===== config.mk =====
export PLATFORM = sky130hd
export DESIGN_NAME = unlock_seq_decoder
export DESIGN_NICKNAME = d
export VERILOG_FILES = /design/src/rtl/unlock_seq_decoder.sv
export SDC_FILE = /design/constraint.sdc
export NUM_CORES = 1
export LEC_CHECK = 0
export BUFFER_PORTS_ARGS = -buffer_cell sky130_fd_sc_hd__buf_2
export CORE_AREA = 2 2 98 100
export CTS_CLUSTER_SIZE = 10
export DETAILED_ROUTE_END_ITERATION = 8
export DIE_AREA = 0 0 100 102
export PLACE_DENSITY = 0.38
export SYNTH_ARGS = -nofsm -noshare
export SYNTH_HDL_FRONTEND = slang
export SYNTH_SLANG_ARGS = --single-unit
export TNS_END_PERCENT = 30

===== constraint.sdc =====
create_clock -name clk -period 3.4 [get_ports clk]
set_input_delay 0.68 -clock clk [delete_from_list [all_inputs] [get_ports clk]]
set_output_delay 0.68 -clock clk [all_outputs]
set_load 0.05 [all_outputs]

===== src/rtl/unlock_seq_decoder.sv =====
module unlock_seq_decoder #(
  parameter int ADDR_W      = 17,
  parameter int LOCK_CYCLES = 25000,
  parameter int WINDOW      = 12500
) (
  input  logic              clk,
  input  logic              rst_n,
  input  logic              load_valid,
  input  logic [ADDR_W-1:0] load_addr,
  input  logic [7:0]        load_data,
  output logic              permit,
  output logic              protect_on,
  output logic              id_mode,
  output logic              locked
);
  localparam int LCW = $clog2(LOCK_CYCLES + 1);
  localparam int WCW = $clog2(WINDOW + 1);

  logic [2:0]     step;
  logic           armed;
  logic [LCW-1:0] lock_cnt;
  logic [WCW-1:0] win_cnt;

  wire a_hi = load_addr[14:0] == 15'h5555;
  wire a_lo = load_addr[14:0] == 15'h2AAA;

  function automatic logic hit_at(input logic [2:0] s);
    case (s)
      3'd0, 3'd3: hit_at = a_hi && load_data == 8'hAA;
      3'd1, 3'd4: hit_at = a_lo && load_data == 8'h55;
      3'd2:       hit_at = a_hi && (load_data == 8'hA0 || load_data == 8'hF0 || load_data == 8'h80);
      3'd5:       hit_at = a_hi && (load_data == 8'h20 || load_data == 8'h60);
      default:    hit_at = 1'b0;
    endcase
  endfunction

  wire       active   = load_valid && !locked;
  wire       on_path  = hit_at(step);
  wire       restart  = hit_at(3'd0);
  wire       cmd_hit  = !armed && (on_path || restart);
  wire [2:0] cur      = on_path ? step : 3'd0;
  wire       blocked  = active && !armed && !cmd_hit && protect_on;

  assign locked = lock_cnt != '0;
  assign permit = active && (armed || (!cmd_hit && !protect_on));

  always_ff @(posedge clk) begin
    if (!rst_n) begin
      step       <= 3'd0;
      armed      <= 1'b0;
      protect_on <= 1'b0;
      id_mode    <= 1'b0;
      lock_cnt   <= '0;
      win_cnt    <= '0;
    end else begin
      if (locked) lock_cnt <= lock_cnt - 1'b1;
      if (armed && !active) begin
        if (win_cnt == WCW'(WINDOW - 1)) armed <= 1'b0;
        else win_cnt <= win_cnt + 1'b1;
      end
      if (active) begin
        if (armed) begin
          win_cnt <= '0;
          step    <= 3'd0;
        end else if (cmd_hit) begin
          case (cur)
            3'd2: begin
              step <= (load_data == 8'h80) ? 3'd3 : 3'd0;
              if (load_data == 8'hA0) begin
                protect_on <= 1'b1;
                armed      <= 1'b1;
                win_cnt    <= '0;
              end
              if (load_data == 8'hF0) id_mode <= 1'b0;
            end
            3'd5: begin
              step <= 3'd0;
              if (load_data == 8'h20) protect_on <= 1'b0;
              if (load_data == 8'h60) id_mode    <= 1'b1;
            end
            default: step <= cur + 3'd1;
          endcase
        end else begin
          step <= 3'd0;
          if (blocked) lock_cnt <= LCW'(LOCK_CYCLES);
        end
      end
    end
  end

  p_set_prot_r3: assert property (@(posedge clk) disable iff (!rst_n)
    (active && !armed && step == 3'd2 && a_hi && load_data == 8'hA0) |=> (protect_on && armed));
  p_clear_prot_r4: assert property (@(posedge clk) disable iff (!rst_n)
    (active && !armed && step == 3'd5 && a_hi && load_data == 8'h20) |=> !protect_on);
  p_id_entry_r5: assert property (@(posedge clk) disable iff (!rst_n)
    (active && !armed && step == 3'd5 && a_hi && load_data == 8'h60) |=> (id_mode && $stable(protect_on)));
  p_window_r6: assert property (@(posedge clk) disable iff (!rst_n)
    (permit && protect_on) |-> armed);
  p_lock_cause_r7: assert property (@(posedge clk) disable iff (!rst_n)
    $rose(locked) |-> $past(load_valid && protect_on && !armed));
  p_lock_freeze_r7: assert property (@(posedge clk) disable iff (!rst_n)
    locked |=> ($stable(protect_on) && $stable(id_mode)));
  p_step_range_r8: assert property (@(posedge clk) disable iff (!rst_n)
    step <= 3'd5);
endmodule


---- After elaboration in Yosys (flattened, before gate mapping) ----
Index checks and enable logic that the tools add are counted.
word-level totals
  memories kept ........................... 0
  memory bits (writable) .................. 0
  word-level logic and storage cells ...... 91
  latch bits .............................. 0
  memory bits (read-only) ................. 0
  output and inout bits ................... 4
  register bits after elaboration ......... 35
cells by class
  order comparisons ....................... 0
  $add $sub $neg .......................... 3
  $mul .................................... 0
  equal/unequal tests ..................... 21
  reductions and logical operators ........ 29
  divide/modulo/power cells ............... 0
  bitwise gates (word level) .............. 1
  shift-type cells ........................ 0
  multiplexer cells ....................... 31
operator list
  cell                                                 number
  2-to-1 mux 14 bit                                    7
  2-to-1 mux 15 bit                                    5
  == test 8 bit (second input constant)                4
  == test 8 x 7 -> 1 bit (second input constant)       2
  == test 15 x 14 -> 1 bit (second input constant)     1
  == test 15 bit (second input constant)               1
  nonzero test 15 bit                                  1
  subtractor 15 x 1 -> 15 bit (second input constant)  1
  adder 14 x 1 -> 14 bit (second input constant)       1
  == test 14 bit (second input constant)               1
  logical AND 1 bit                                    12
  AND reduction 6 bit                                  2
  2-to-1 mux 1 bit                                     11
  == test 3 x 2 -> 1 bit (second input constant)       3
  == test 3 bit (second input constant)                3
  2-to-1 mux 3 bit                                     3
  == test 8 x 6 -> 1 bit (second input constant)       1
  inequality test 2 bit (second input constant)        4
  one-hot mux 3 bit (2 select lines)                   1
  zero test 1 bit                                      5
  logical OR 1 bit                                     5
  one-hot mux 1 bit (2 select lines)                   2
  one-hot mux 1 bit (4 select lines)                   1
  OR reduction 2 bit                                   2
  other kinds (6)                                      6

---- Depth between registers and ports, before layout ----
  depth after elaboration ................. 14
  gate-level depth with buffers ........... 12

---- Worst setup path after synthesis ----
Ideal clock, no wire load.
  path type ............................... reg-to-output
  start point ............................. register lock_cnt[9]
  end point ............................... output permit
  data required time ...................... 2.720 ns
  data arrival time ....................... 2.439 ns
  path slack .............................. 0.281 ns
  stages on the path, launching flop included .. 7
  buffers on the path ..................... 1
  cells stage by stage .................... dfxtp_1 or4_4 or4_1 buf_6 nor2_8 nand2_1 nor2_1
between the ends
  cells in the longest elaborated chain, start to end .. 4
ends and longest elaborated chain
  element                 line  RTL
  from (decl)             21    logic [LCW-1:0] lock_cnt;
  from (signal assigned)  56    if (locked) lock_cnt <= lock_cnt - 1'b1;
  from (signal assigned)  85    if (blocked) lock_cnt <= LCW'(LOCK_CYCLES);
  nonzero test 15 bit     44    assign locked = lock_cnt != '0;
  zero test 1 bit         37    wire active = load_valid && !locked;
  logical AND 1 bit       37
  logical AND 1 bit       45    assign permit = active && (armed || (!cmd_hit && !protect_on));
  to (decl)               11    output logic permit,
Every way passes these cells.

---- Final worst setup path ----
  start point ............................. register lock_cnt[2]
  end point ............................... output locked
between the ends
  cells in the longest elaborated chain, start to end .. 1
ends and longest elaborated chain
  element              line  RTL
  nonzero test 15 bit  44
  to (decl)            14    output logic locked
Every way passes these cells.

==> qor.yml <==
detailed_routing:
  vias: 2077
  vias_per_cell: 5.00
  ant_nets: 0
  drcViolationCount: 0
  routed_wirelength_um: 5790
  drt_iter0_drc: 59
  first_pass_iters: 4
  wl_per_cell_um: 13.9
global_route:
  antenna_found_initial: 0
  grt_overflow_total: 0
  grt_pass1_vias: 2078
  grt_start_max_net_pins: 15
  grt.total_usage: 0.122
  grt_pass1_wl_um: 10100
cts:
  hold_buffers: 0
  cts_htree_levels: 2
  tritoncts: "done"
  clock_latency_ns: 0.28
  clock-sinks: 35
  clkSlewWorstSetupHoldPaths_ns: 0.07
  cts_setup_buffers: 0
  numCtsBuffers: 5
  root_buffer: "clkbuf_8"
  cts.path.max_buffers: 2
  post_cts_resized: 0
layout:
  area_delta_synth_final_pct: 17.5
  n_antenna_cell: 0
  final_cell_mix: "dfxtp_1, buf_2, nor2_1, nand2_1, xor2_1"
  final_common_cell: "dfxtp_1"
  drive_gt1_frac: 0.174
  finalNetCount: 336
  stdcell_count: 415
job:
  drv_cap: 0
critical_path:
  crit_path_max_incr_delay_ns: 0.65
  crit_type: "flip-flop to output pin"
  endpoint_kind: "output pin"
  crit_path_frequent_cell: "or4_1"
  reg2reg_setup_slack_ns: 0.67
  critical_path_arrival_ns: 2.59
  start_kind: "flip-flop"
  path_max_fanout: 8
  crit_chain: "or4_1 -> or4_1 -> nor2_8 -> buf_4 -> inv_1 -> buf_2"
  r2r-end: "step[0]"
  worst_ep_required_time_ns: 2.72
  slowest_stage: "or4_1"
  reg2reg_depth: 7
  r2r-start: "lock_cnt[2]"
yosys:
  syn_area_um2: 2240
  yosysTopAreaCell: "dfxtp_1"
  synth_cell_type_count: 54
  synthCells: 268
  seq_area_frac_synth: 0.313
  ys_seq_elements: 35
  synthXorXnorAreaFrac: 0.0978
  synthAdderAreaFrac: 0.0279
  ys.flop_type: "dfxtp_1"
  synth-edff-count: 0
  synth_compound_area_frac: 0.152
  synth.mux.area_fraction: 0.00447
  synth-simple-area-share: 0.366
  avgSynthCellArea_um2: 8.35
  synth_top_area_frac: 0.313
  yosys_warnings: 0
  ys_top_cells_by_area: "dfxtp_1, xor2_1, nor2_1"
  synth_nets: 301
  synth_top_family_by_area: "simple AND/OR/NAND/NOR gates"
  synthArstFlopShare: 0
sta:
  rsz0062_at_grt: "false"
  worst_slew_pin_slew_ns: 0.731
  maxSlewViolCount: 0
  setup_viol: 0
  hold_viol: 0
  finalCritPeriodShare: 0.961
  fmax_ghz: 0.306
  period_needed_ns: 3.27
  relSlewSlack: 0.511
  fin_setup_tns_ns: 0
  fin_worst_skew_ns: 0.00705
power_and_ir_drop:
  leakagePower_nw: 0.993
  irDropWorstVdd_mv: 0.349
  power.density_nw_per_um2: 542
placed_design:
  dp_hpwl_um: 4410
  numPortBuffers: 29
  place_inst: 407
  place_congestion: 0.798
run_status:
  status: "finished clean"
die:
  start_util: 0.246
  die_w_um: 100
  fp.dieH_um: 102
  fp-row-count: 35
  num_io_pins: 32
  die_area_um2: 10200
  core_area_um2: 9110
min_path:
  min_from: "id_mode"
  worstHoldPathCells: 2
  hold_class: "flip-flop to flip-flop"
  hold_end: "id_mode"
## kinds of logic (layout without fill, tap and decap cells)
group,after synthesis,in the layout
adders and majority gates,5,5
DFF,35,35
AOI/OAI and AO/OA,47,47
xor gates and xnor gates,25,25
buffers and inverters,20,56
muxes,1,1
and+or+nand+nor,135,135
## cell usage after synthesis, drive strengths merged, types with 4 or more instances
cell	instances
and2	5
xor2	18
and4	4
inv	11
dfxtp	35
ha	5
nand2	19
nor2	29
o21ai	9
nor3	11
a21oi	13
and3	9
o211ai	5
nor3b	5
nor4bb	4
nand3	10
nand4	9
nor4b	4
clkbuf	6
or4	6
xnor2	7
and4b	4
## flip-flops by register name, summed over array words and instances (netlist names)
name	count
protect_on	1
lock_cnt	15
armed	1
id_mode	1
win_cnt	14
step	3
## report_power, final
| group | internal [W] | total, W | switching [W] |
|---|---|---|---|
| clock network | 0.000144 | 0.000291 | 0.000147 |
| logic | 0.000267 | 0.000609 | 0.000341 |
| registers | 0.000471 | 0.000527 | 0.0000558 |
## critical path: cells and delay by family, from the launching register on
kind	cells	cell delay, ns
buffers and inverters	3	0.54
DFF	1	0.35
and+or+nand+nor	3	1.41
## final cells by class
class	instances	area, µm²
clock buffers	7	76.3
clock inverters	1	5.00
fillers	1028	6480
inverters	11	41.3
multi-input cells	213	1450
flip-flops and latches	35	701
well taps	111	139
repair buffers	37	218
## per-layer routing
metal  global-route usage  vias to the layer above  routed length [µm]
met5                    0                        -                   0
met4               0.0411                        0                  96
met3               0.0253                        9                 237
met2                0.208                       39                2660
met1                0.155                      966                2790
li1                     -                     1063                   -
## worst max path at each step
stage	startpoint	end	slack (ns)	cells after the start
4_1_cts	lock_cnt[2]	permit	0.1	6
3_5_place_dp	load_data[0]	step[0]	0.10	12
5_1_grt	lock_cnt[2]	permit	0.004	6
2_1_floorplan	lock_cnt[9]	permit	0.28	6
3_3_place_gp	load_data[4]	id_mode	0.11	12
6_report	lock_cnt[2]	locked	0.13	6
## through the flow
| step | area (µm²) | hold WS (ns) | setup WS, ns | total power, W | util |
|---|---|---|---|---|---|
| after floorplan | 2240 | 0.471 | 0.281 | 0.00103 | - |
| after global placement | 2550 | 0.472 | 0.113 | 0.00115 | 0.280 |
| after detailed placement | 2550 | 0.478 | 0.102 | 0.00115 | 0.280 |
| after CTS | 2630 | 0.489 | 0.0965 | 0.00146 | 0.289 |
| after global routing | 2630 | 0.539 | 0.00376 | 0.00156 | 0.289 |
| final | 2630 | 0.479 | 0.134 | 0.00143 | 0.289 |
(Power assumes the default switching activity.)
